`config.mk`:
```
export PLATFORM = sky130hd
export DESIGN_NAME = xalu_unit
export DESIGN_NICKNAME = d
export VERILOG_FILES = /design/src/rtl/xalu_pkg.sv /design/src/rtl/xalu_ctrl.sv /design/src/rtl/xalu_datapath.sv /design/src/rtl/xalu_unit.sv
export SDC_FILE = /design/constraint.sdc
export NUM_CORES = 1
export LEC_CHECK = 0
export BUFFER_PORTS_ARGS = -buffer_cell sky130_fd_sc_hd__buf_2
export CAP_MARGIN = 20
export CELL_PAD_IN_SITES_DETAIL_PLACEMENT = 2
export CELL_PAD_IN_SITES_GLOBAL_PLACEMENT = 2
export CORE_UTILIZATION = 35
export DETAILED_ROUTE_END_ITERATION = 12
export GPL_ROUTABILITY_DRIVEN = 0
export GPL_TIMING_DRIVEN = 1
export PLACE_DENSITY = 0.76
export SLEW_MARGIN = 20
export SYNTH_ARGS = -nofsm -noshare
export SYNTH_HDL_FRONTEND = slang
export SYNTH_SLANG_ARGS = --single-unit
```
`constraint.sdc`:
```
create_clock -name clk -period 4.45 [get_ports clk]
set_input_delay 0.2225 -clock clk [delete_from_list [all_inputs] [get_ports clk]]
set_output_delay 0.2225 -clock clk [all_outputs]
set_load 0.05 [all_outputs]
```
`src/rtl/xalu_pkg.sv`:
```
package xalu_pkg;
  typedef enum logic [2:0] {
    OP_ASR = 3'd0,
    OP_NEG = 3'd1,
    OP_INW = 3'd2,
    OP_DEW = 3'd3,
    OP_ASW = 3'd4,
    OP_ROW = 3'd5
  } xop_e;

  typedef struct packed {
    logic captureLo;
    logic execByte;
    logic execWord;
  } xstrobe_t;
endpackage

```
`src/rtl/xalu_ctrl.sv`:
```
module xalu_ctrl
  import xalu_pkg::*;
(
  input  logic       clk,
  input  logic       rstN,
  input  logic       start,
  input  logic [2:0] opSel,
  output xstrobe_t   strobe,
  output logic       waitHi
);
  always_comb begin
    strobe = '0;
    if (waitHi) begin
      strobe.execWord = 1'b1;
    end else if (start) begin
      case (opSel)
        OP_ASR, OP_NEG: strobe.execByte = 1'b1;
        OP_INW, OP_DEW, OP_ASW, OP_ROW: strobe.captureLo = 1'b1;
        default: ;
      endcase
    end
  end

  always_ff @(posedge clk or negedge rstN) begin
    if (!rstN) waitHi <= 1'b0;
    else       waitHi <= strobe.captureLo;
  end

  assert_word_two_beats_R8: assert property (@(posedge clk) disable iff (!rstN)
    waitHi |=> !waitHi);
  assert_no_launch_in_hi_R8: assert property (@(posedge clk) disable iff (!rstN)
    waitHi |-> (!strobe.execByte && !strobe.captureLo));
  assert_bad_op_idle_R9: assert property (@(posedge clk) disable iff (!rstN)
    (!waitHi && start && opSel > 3'd5) |=> !waitHi);
endmodule

```
`src/rtl/xalu_datapath.sv`:
```
module xalu_datapath
  import xalu_pkg::*;
#(
  parameter int DATA_W = 8
) (
  input  logic                  clk,
  input  logic                  rstN,
  input  xstrobe_t              strobe,
  input  logic [2:0]            opSel,
  input  logic [DATA_W-1:0]     dataIn,
  input  logic                  carryIn,
  output logic                  done,
  output logic [2*DATA_W-1:0]   result,
  output logic                  flagN,
  output logic                  flagZ,
  output logic                  flagC
);
  localparam int WORD_W = 2 * DATA_W;

  xop_e              opReg;
  logic [DATA_W-1:0] loReg;
  logic              cReg;

  xop_e              curOp;
  logic              curC;
  logic [WORD_W-1:0] wordV;
  logic [DATA_W-1:0] byteRes;
  logic [WORD_W-1:0] nextRes;
  logic              nextC;
  logic              exec;

  always_ff @(posedge clk or negedge rstN) begin
    if (!rstN) begin
      opReg <= OP_ASR;
      loReg <= '0;
      cReg  <= 1'b0;
    end else if (strobe.captureLo) begin
      opReg <= xop_e'(opSel);
      loReg <= dataIn;
      cReg  <= carryIn;
    end
  end

  assign exec  = strobe.execByte | strobe.execWord;
  assign curOp = strobe.execWord ? opReg : xop_e'(opSel);
  assign curC  = strobe.execWord ? cReg : carryIn;
  assign wordV = {dataIn, loReg};

  always_comb begin
    byteRes = '0;
    nextRes = '0;
    nextC   = curC;
    case (curOp)
      OP_ASR: begin
        byteRes = {dataIn[DATA_W-1], dataIn[DATA_W-1:1]};
        nextC   = dataIn[0];
        nextRes = {{DATA_W{1'b0}}, byteRes};
      end
      OP_NEG: begin
        byteRes = ~dataIn + 1'b1;
        nextRes = {{DATA_W{1'b0}}, byteRes};
      end
      OP_INW: nextRes = wordV + 1'b1;
      OP_DEW: nextRes = wordV - 1'b1;
      OP_ASW: begin
        nextRes = {wordV[WORD_W-2:0], 1'b0};
        nextC   = wordV[WORD_W-1];
      end
      OP_ROW: begin
        nextRes = {wordV[WORD_W-2:0], curC};
        nextC   = wordV[WORD_W-1];
      end
      default: ;
    endcase
  end

  always_ff @(posedge clk or negedge rstN) begin
    if (!rstN) begin
      done   <= 1'b0;
      result <= '0;
      flagN  <= 1'b0;
      flagZ  <= 1'b0;
      flagC  <= 1'b0;
    end else begin
      done <= exec;
      if (exec) begin
        result <= nextRes;
        flagC  <= nextC;
        if (strobe.execWord) begin
          flagN <= nextRes[WORD_W-1];
          flagZ <= (nextRes == '0);
        end else begin
          flagN <= byteRes[DATA_W-1];
          flagZ <= (byteRes == '0);
        end
      end
    end
  end

  assert_asr_sign_R1: assert property (@(posedge clk) disable iff (!rstN)
    (strobe.execByte && opSel == OP_ASR) |=>
      (result[DATA_W-1] == $past(dataIn[DATA_W-1]) && flagC == $past(dataIn[0])));
  assert_neg_sum_zero_R2: assert property (@(posedge clk) disable iff (!rstN)
    (strobe.execByte && opSel == OP_NEG) |=>
      (DATA_W'(result[DATA_W-1:0] + $past(dataIn)) == '0));
  assert_incdec_keep_c_R3: assert property (@(posedge clk) disable iff (!rstN)
    (strobe.execWord && (opReg == OP_INW || opReg == OP_DEW)) |=> flagC == $past(cReg));
  assert_byte_upper_zero_R7: assert property (@(posedge clk) disable iff (!rstN)
    strobe.execByte |=> result[WORD_W-1:DATA_W] == '0);
  assert_done_follows_exec_R8: assert property (@(posedge clk) disable iff (!rstN)
    done |-> $past(exec));
  assert_hold_when_idle_R9: assert property (@(posedge clk) disable iff (!rstN)
    !exec |=> $stable(result));
endmodule

```
`src/rtl/xalu_unit.sv`:
```
module xalu_unit
  import xalu_pkg::*;
#(
  parameter int DATA_W = 8
) (
  input  logic                clk,
  input  logic                rstN,
  input  logic                start,
  input  logic [2:0]          opSel,
  input  logic [DATA_W-1:0]   dataIn,
  input  logic                carryIn,
  output logic                done,
  output logic [2*DATA_W-1:0] result,
  output logic                flagN,
  output logic                flagZ,
  output logic                flagC
);
  xstrobe_t strobe;
  logic     waitHi;

  xalu_ctrl u_ctrl (
    .clk(clk), .rstN(rstN), .start(start), .opSel(opSel),
    .strobe(strobe), .waitHi(waitHi)
  );

  xalu_datapath #(.DATA_W(DATA_W)) u_dp (
    .clk(clk), .rstN(rstN), .strobe(strobe), .opSel(opSel),
    .dataIn(dataIn), .carryIn(carryIn), .done(done), .result(result),
    .flagN(flagN), .flagZ(flagZ), .flagC(flagC)
  );
endmodule

```
# == Word-level counts from Yosys, hierarchy flattened ==
# Cells that the tools add are included.
# W data, S select, Z words.
# classes
reduce_logical,7
bitwise_logic,2
eq_ne,10
addsub,3
mux,12
# op_table
cell,n
$pmux W16 S6,1
$add A16 B1 Y16 const B,1
$logic_not A16 Y1,1
$pmux W8 S2,1
$sub A16 B1 Y16 const B,1
$eq A3 B2 Y1 const B,4
$eq A3 B3 Y1 const B,4
$add A8 B1 Y8 const B,1
$logic_not A8 Y1,1
$not A8 Y8,1
$eq A3 B1 Y1 const B,2
$logic_not A3 Y1,2
$mux W1,6
$mux W2,2
$reduce_or A2 Y1,2
$reduce_or A4 Y1,1
$mux W3,1
$pmux W1 S2,1
$or A1 B1 Y1,1
# totals
output_inout_bits,20
wordCells,43
ff_bits,33

# == Longest topological paths before layout ==
# Gate-level depths: netlist (run 1).
# depth
word_depth,6
ltp_mapped,15
depth_no_buf,13

# == Modules after synthesis ==
# From an unflattened synthesis (run 1), not the netlist that was laid out.
# unflattened
hier_cells,293
hier_area_um2,2603.7
# modules_own_cells
module,cells_per_inst,area_each_um2,instances,seq_area_each_um2
xalu_datapath,287,2539.9,1,800.8
xalu_ctrl,6,63.8,1,25.0

# == Least setup slack after synthesis (run 1) ==
# No wires, ideal clock.
# synth_timing
path_kind,reg-to-reg
from,register u_ctrl.waitHi
to,register u_dp.flagN
path_buffers,2
arrival_ns,3.382
slack_ns,0.947
synth_period_minus_slack_ns,3.503
path_stages_with_launch,16
cell_sequence,dfrtp_1 buf_6 nor3b_1 or2_1 buf_2 nand2_1 inv_1 ha_1 a21o_1 or3_1 a21oi_1 nor2_1 a311oi_1 xnor2_1 o211ai_1 a22o_1
# synth_via
elab_chain_cells,5
# synth_rtl
item,line_no,source
start: declaration,xalu_ctrl.sv:9,output logic waitHi
start signal: assignment,xalu_ctrl.sv:26,else waitHi <= strobe.captureLo;
$mux W1,xalu_ctrl.sv:13,if (waitHi) begin
$mux W3,xalu_datapath.sv:45,assign curOp = strobe.execWord ? opReg : xop_e'(opSel);
$eq A3 B3 Y1 (tied with other cells),xalu_datapath.sv:53,case (curOp)
$pmux W16 S6 or $pmux W8 S2 (tied branches),xalu_datapath.sv:53,
$mux W1,xalu_datapath.sv:89,if (strobe.execWord) begin
end signal: assignment,xalu_datapath.sv:90,flagN <= nextRes[WORD_W-1];
end signal: assignment,xalu_datapath.sv:93,flagN <= byteRes[DATA_W-1];
end: declaration,xalu_datapath.sv:14,"output logic flagN,"
# Several ways; a longest one is shown, not always the timed one.
# A chain may end at the register's enable or synchronous reset.

# == Final worst setup path (run 1) ==
# Ends and elaborated chain as after synthesis.

==> impl_metrics.tcl, run 1 <==
set metrics [dict create \
    outcome "finished clean" \
    synth_area_per_cell_um2 8.73 \
    rows 31 \
    grt_pass1_vias 2549 \
    critPathArrivalTime_ns 4.25 \
    period_needed_ns 4.07 \
    final-setup-viol-count 0 \
    cellPowerDensity_mw_per_mm2 475 \
    fp.dieW_um 88.6 \
    crit_top_cell "o211ai_1" \
    cts_buffer_depth 2 \
    avgRoutedWirePerCell_um 20.6 \
    htree_num_levels 2 \
    root_buffer "clkbuf_8" \
    fin_nets 362 \
    crit_path_end_kind "register" \
    finalMaxSlewViolations 0 \
    path_class "reg -> reg" \
    slowest_stage "dfrtp_1" \
    syn_nets 332 \
    clk_pin_slew_worst_paths_ns 0.07 \
    setup_tns_ns 0 \
    die-area_mm2 0.00785 \
    worstSetupStartpointType "register" \
    hold_viol 0 \
    p_clk_share_pct 18.6 \
    grt_setup_unrepaired "no" \
    synth-seq-cells 33 \
    ant_nets 0 \
    drv_cap 0 \
    cp-endpoint "u_dp.flagN" \
    yosys_warnings 0 \
    die_y_um 88.6 \
    drive_gt1_share_pct 21.4 \
    placedCellCount 423 \
    grt_pass1_wl_um 14300 \
    netlist_top_cells_count "nor2_1 (37), dfrtp_1 (33), a21oi_1 (28)" \
    min-delay-path-class "in -> async" \
    reg2reg_depth 14 \
    cts.sinks 33 \
    grt_max_degree 34 \
    drtPass1Iterations 4 \
    synth-main-ff-cell "dfrtp_1" \
    ctsHoldBuffers 0 \
    synth-async-reset-ratio_pct 100 \
    seq_area_frac_synth_pct 31.4 \
    portBuffers 34 \
    path_max_fanout 16 \
    synth_top_area_cell "dfrtp_1" \
    cts_buffers 5 \
    antenna_found_initial 0 \
    cpPeakStageDelay_ns 0.42 \
    required_ns 4.63 \
    tritoncts "built" \
    initial_core_util_pct 36.2 \
    finalCritPeriodShare_pct 91.6 \
    drt_iter0_markers 101 \
    r2r_start "u_ctrl.waitHi" \
    synthCells 301 \
    power_switching_share_pct 47.7 \
    dp_hpwl_um 6840 \
    ff2ff_setup_slack_ns 0.38 \
    ys_types 65 \
    internal-power_w 0.000740 \
    syn-cell-area_mm2 0.00263 \
    synth_top_area_share_pct 31.4 \
    p_leak_nw 1.31 \
    skew_ns 0.00331 \
    netlist_top_cells_area "dfrtp_1 (31%), ha_1 (7.1%), a21oi_1 (5.3%)" \
    synth_edf_count 0 \
    pwr-share-seq_pct 30.5 \
    diodes 0 \
    wirelength_um 8890 \
    fin_util_pct 41.0 \
    max-vdd-ir-drop_mv 0.105 \
    p_comb_share_pct 50.9 \
    synth_most_common_cell "nor2_1" \
    worst_pin_slew_ns 0.852 \
    clkLatencyLatePin_ns 0.29 \
    fmax_mhz 245 \
    area_delta_synth_final_pct 13.3 \
    path_cells "buf_4, and3b_1, or2_1, nand2_1, inv_1, ha_1, a211oi_1, o211ai_1, a21oi_1, nor2_1, a311oi_1, xnor2_1, o211ai_1, a22o_1" \
    layout.cells.non_filler 431 \
    io_pins 35 \
    maxSlewHeadroom_pct 43.2 \
    switchingPower_w 0.000674 \
    startpoint "u_ctrl.waitHi" \
    core_region_area_mm2 0.00725 \
    viasPerCell 5.71 \
    grt_util_all_layers_pct 24.3 \
    reg2reg_to "u_dp.flagN" \
    grt_overflow 0 \
    vias 2462 \
    drcViolationCount 0 \
]
==> cells by family (layout without fill, tap and decap cells) <==
logic type      after synthesis  in the layout  share of synthesized area (%)
simple gates                101            101                           18.8
xor+xnor                     16             16                           5.34
fa+ha+maj                    16             16                           7.91
compound gates               92             92                           24.2
mux                          19             19                           7.96
flops                        33             33                           31.4
buf+inv                      24             55                           4.38
==> placed cells by master (no fill, tap or decap), types with 3 or more instances in the layout <==
cell       n
o211ai_1   8
buf_4      5
nor2_1    36
a221oi_1   8
dfrtp_1   33
ha_1      15
o31ai_1    4
mux2i_1    7
nor2_2     3
o21a_1     4
o21ai_0   12
a21oi_1   28
buf_2     34
and2_1     3
nand3_1    6
o41ai_1    3
nand2_1   25
nor3b_1    3
inv_1      8
xnor2_1    9
mux2_2    11
clkbuf_8   7
xor2_1     7
nor3_1     4
==> per-layer routing <==
metal | track usage [%] | vias to the layer above | wire [um]
met5 | 0 | - | 0
met4 | 5.28 | 0 | 74
met3 | 2.71 | 6 | 207
met2 | 40.3 | 38 | 4210
met1 | 34.1 | 1238 | 4400
li1 | - | 1180 | -
==> flip-flops by register name (all words and copies together) (netlist names) <==
signal and count:
u_ctrl.waitHi 1, u_dp.loReg 8, u_dp.cReg 1, u_dp.result 16, u_dp.flagZ 1, u_dp.flagN 1
u_dp.flagC 1, u_dp.done 1, u_dp.opReg 3
==> final cells by class <==
cell class	instances	area, um^2
Fill cell	834	4280
Multi-Input combinational cell	244	1690
Sequential cell	33	826
Timing Repair Buffer	39	208
Tap cell	99	124
Clock buffer	7	96.3
Inverter	8	30.0
Clock inverter	1	5.00
==> repair_timing <==
action | CTS | global route
buffers inserted | 0 | 0
gates resized for setup | 0 | 1
endpoints found under the setup margin | 0 | 1
==> worst min path at each step <==
stage                           endpoint  slack, ns  from
after global routing      u_dp.result[0]       0.05  rstN
after global placement    u_dp.result[0]       0.34  rstN
after floorplan            u_ctrl.waitHi      -0.07  rstN
final                     u_dp.result[0]     0.0008  rstN
after detailed placement  u_dp.result[1]       0.34  rstN
after CTS                  u_dp.opReg[1]       0.03  rstN
==> stage by stage <==
step                      hold WS (ns)  power [W]  setup WS (ns)  cell area [um^2]
final                         0.000829    0.00141          0.376              2980
after CTS                       0.0256    0.00142          0.288              2970
after floorplan                -0.0731   0.000954          0.947              2630
after global placement           0.338    0.00113          0.504              2870
after detailed placement         0.338    0.00116          0.350              2870
after global routing            0.0525    0.00150         0.0296              2980
==> power groups by stage <==
stage          logic (W)  clock network, W  registers (W)
2_1_floorplan   0.000348                 0       0.000606
3_3_place_gp    0.000700                 0       0.000431
3_5_place_dp    0.000719                 0       0.000438
4_1_cts         0.000722          0.000269       0.000432
5_1_grt         0.000778          0.000283       0.000443
6_report        0.000720          0.000263       0.000431
==> worst max-delay path, delay by kind of cell, from the launching register on <==
family	cells	cell delay, ns
fa+ha+maj	1	0.33
simple gates	4	0.65
compound gates	6	1.71
xor+xnor	1	0.20
buf+inv	2	0.66
flops	1	0.42
No activity file was read; power rests on OpenSTA's default activity.
==> inputs of run 2 (changes only) <==
--- a/config.mk
+++ b/config.mk
@@ -12,7 +12,7 @@
 export CORE_UTILIZATION = 35
 export DETAILED_ROUTE_END_ITERATION = 12
 export GPL_ROUTABILITY_DRIVEN = 0
-export GPL_TIMING_DRIVEN = 1
+export GPL_TIMING_DRIVEN = 0
 export PLACE_DENSITY = 0.76
 export SLEW_MARGIN = 20
 export SYNTH_ARGS = -nofsm -noshare
==> impl_metrics.tcl, run 2 (synthesis results as in run 1) <==
set metrics [dict create \
    grt_util_all_layers_pct 24.6 \
    critPathArrivalTime_ns 4.35 \
    path_max_fanout 14 \
    cp.depth 14 \
    die_y_um 88.6 \
    cts.sinks 33 \
    reg2reg_depth 14 \
    period_needed_ns 4.16 \
    dpl_cell_area_mm2 0.00291 \
    diodes 0 \
    top_register "u_dp.result" \
    path_class "reg -> reg" \
    cts_buffer_depth 2 \
    grt_overflow 0 \
    drv_cap 0 \
    pwr-share-seq_pct 30.3 \
    worstSetupStartpointType "register" \
    area_delta_synth_final_pct 15.4 \
    grt_max_degree 34 \
    reg2reg_to "u_dp.flagN" \
    finalMaxSlewViolations 0 \
    avgRoutedWirePerCell_um 20.5 \
    worst_pin_slew_ns 0.918 \
    slowest_stage "dfrtp_1" \
    antenna_found_initial 0 \
    fmax_mhz 240 \
    layout_commonest_cell "buf_2" \
    fin_ws_ns 0.287 \
    fin_nets 371 \
    io_pins 35 \
    fp.dieW_um 88.6 \
    ctsHoldBuffers 0 \
    initial_core_util_pct 36.2 \
    switchingPower_w 0.000680 \
    cp.buffers_inverters 2 \
    ff2ff_setup_slack_ns 0.29 \
    reg_top3 "u_dp.result: 16 flops, u_dp.loReg: 8 flops, u_dp.opReg: 3 flops" \
    portBuffers 32 \
    cts_buffers 5 \
    grt_pass1_vias 2604 \
    skew_ns 0.00933 \
    p_leak_nw 1.33 \
    n_fill_cell 854 \
    root_buffer "clkbuf_8" \
    drive_gt1_share_pct 22.6 \
    internal-power_w 0.000745 \
    clkLatencyLatePin_ns 0.29 \
    outcome "finished clean" \
    placedCellCount 432 \
    finalInstanceArea_mm2 0.00303 \
    dp_hpwl_um 6840 \
    power_switching_share_pct 47.7 \
    maxSlewHeadroom_pct 37.0 \
    tritoncts "built" \
    layout.cells.non_filler 440 \
    largest_reg_flops 16 \
    clk_pin_slew_worst_paths_ns 0.08 \
    p_comb_share_pct 51.4 \
    drt_iter0_markers 90 \
    p_clk_share_pct 18.3 \
    vias 2507 \
    min-delay-path-class "in -> async" \
    grt_pass1_wl_um 14400 \
    crit_path_end_kind "register" \
    cellPowerDensity_mw_per_mm2 470 \
    cpPeakStageDelay_ns 0.50 \
    r2r_start "u_dp.opReg[2]" \
    required_ns 4.64 \
    finalCritPeriodShare_pct 93.5 \
    cts_setup_buffers 0 \
    wirelength_um 9000 \
    ant_nets 0 \
    drtPass1Iterations 4 \
    htree_num_levels 2 \
    rows 31 \
    die-area_mm2 0.00785 \
    max-vdd-ir-drop_mv 0.122 \
    crit_family "compound AO/OA/AOI/OAI gates" \
    hold_viol 0 \
    dp_slack_ns -0.0379 \
    grt_setup_unrepaired "no" \
    viasPerCell 5.70 \
    final-setup-viol-count 0 \
    drcViolationCount 0 \
    core_region_area_mm2 0.00725 \
    path_cells "and3b_1, or2_1, buf_2, nand2_1, clkinvlp_4, ha_1, a21o_1, or3_1, a21oi_1, nor2_1, a311oi_1, xnor2_1, o211ai_1, a22o_1" \
    final_cell_mix "buf_2 (39), nor2_1 (37), dfrtp_1 (33), a21oi_1 (28), nand2_1 (25)" \
]
==> run 2: cell count changes in the layout (fill, tap and decap cells not counted), sizes merged <==
cell and change:
clkbuf +7, buf +2, inv -1, clkinvlp +1
==> run 2: worst register-to-register path, stage by stage (launching register included) <==
cell and delay (ns):
dfrtp_1 0.50, and3b_1 0.28, or2_1 0.26, buf_2 0.20, nand2_1 0.17, clkinvlp_4 0.31
ha_1 0.47, a21o_1 0.23, or3_1 0.32, a21oi_1 0.25, nor2_1 0.13, a311oi_1 0.40
xnor2_1 0.19, o211ai_1 0.15, a22o_1 0.21
==> run 2: power by group through the flow <==
stage / clock network, W / logic, W / registers (W)
after floorplan: 0 / 0.000348 / 0.000606
after global placement: 0 / 0.000701 / 0.000431
after detailed placement: 0 / 0.000722 / 0.000437
after CTS: 0.000266 / 0.000728 / 0.000432
after global routing: 0.000275 / 0.000793 / 0.000441
final: 0.000261 / 0.000733 / 0.000432
==> run 2: layout make-up <==
cell class | count | area [um^2] | area share, %
Timing Repair Buffer | 32 | 160 | 5.28
Tap cell | 99 | 124 | 4.09
Buffer | 16 | 85.1 | 2.81
Multi-Input combinational cell | 244 | 1700 | 56.1
Sequential cell | 33 | 826 | 27.2
Inverter | 8 | 33.8 | 1.11
Clock inverter | 1 | 5.00 | 0.165
Clock buffer | 7 | 96.3 | 3.18
==> run 2: worst max path at each step <==
stage,end,start
floorplan,u_dp.flagN,u_ctrl.waitHi
CTS,u_dp.flagZ,u_ctrl.waitHi
global placement,u_dp.flagZ,u_ctrl.waitHi
finish,u_dp.flagN,u_dp.opReg[2]
global route,u_dp.flagZ,u_dp.opReg[2]
detailed placement,u_dp.flagN,u_ctrl.waitHi
==> run 2: through the flow <==
| step | setup TNS, ns | power, W | hold WS [ns] | util, % |
|---|---|---|---|---|
| finish | 0 | 0.00143 | 0.00129 | 41.8 |
| global route | 0 | 0.00151 | 0.0427 | 41.8 |
| CTS | 0 | 0.00143 | 0.0258 | 41.6 |
| detailed placement | -0.0684 | 0.00116 | 0.340 | 40.1 |
| global placement | 0 | 0.00113 | 0.335 | 40.1 |
| floorplan | 0 | 0.000954 | -0.0731 | - |
==> run 2: repair_timing <==
item | 4_1_cts | 5_1_grt
cloned | 0 | 0
gates resized for setup | 1 | 4
pin swaps | 0 | 0
setup endpoints to repair | 2 | 4
==> run 2: metal layers <==
metal | global-route usage, % | vias up | share of wire, %
met1 | 34.1 | 1258 | 48
met4 | 5.28 | 0 | 0.88
met5 | 0 | - | 0
met3 | 2.99 | 7 | 3.2
li1 | - | 1202 | -
met2 | 41.1 | 40 | 48
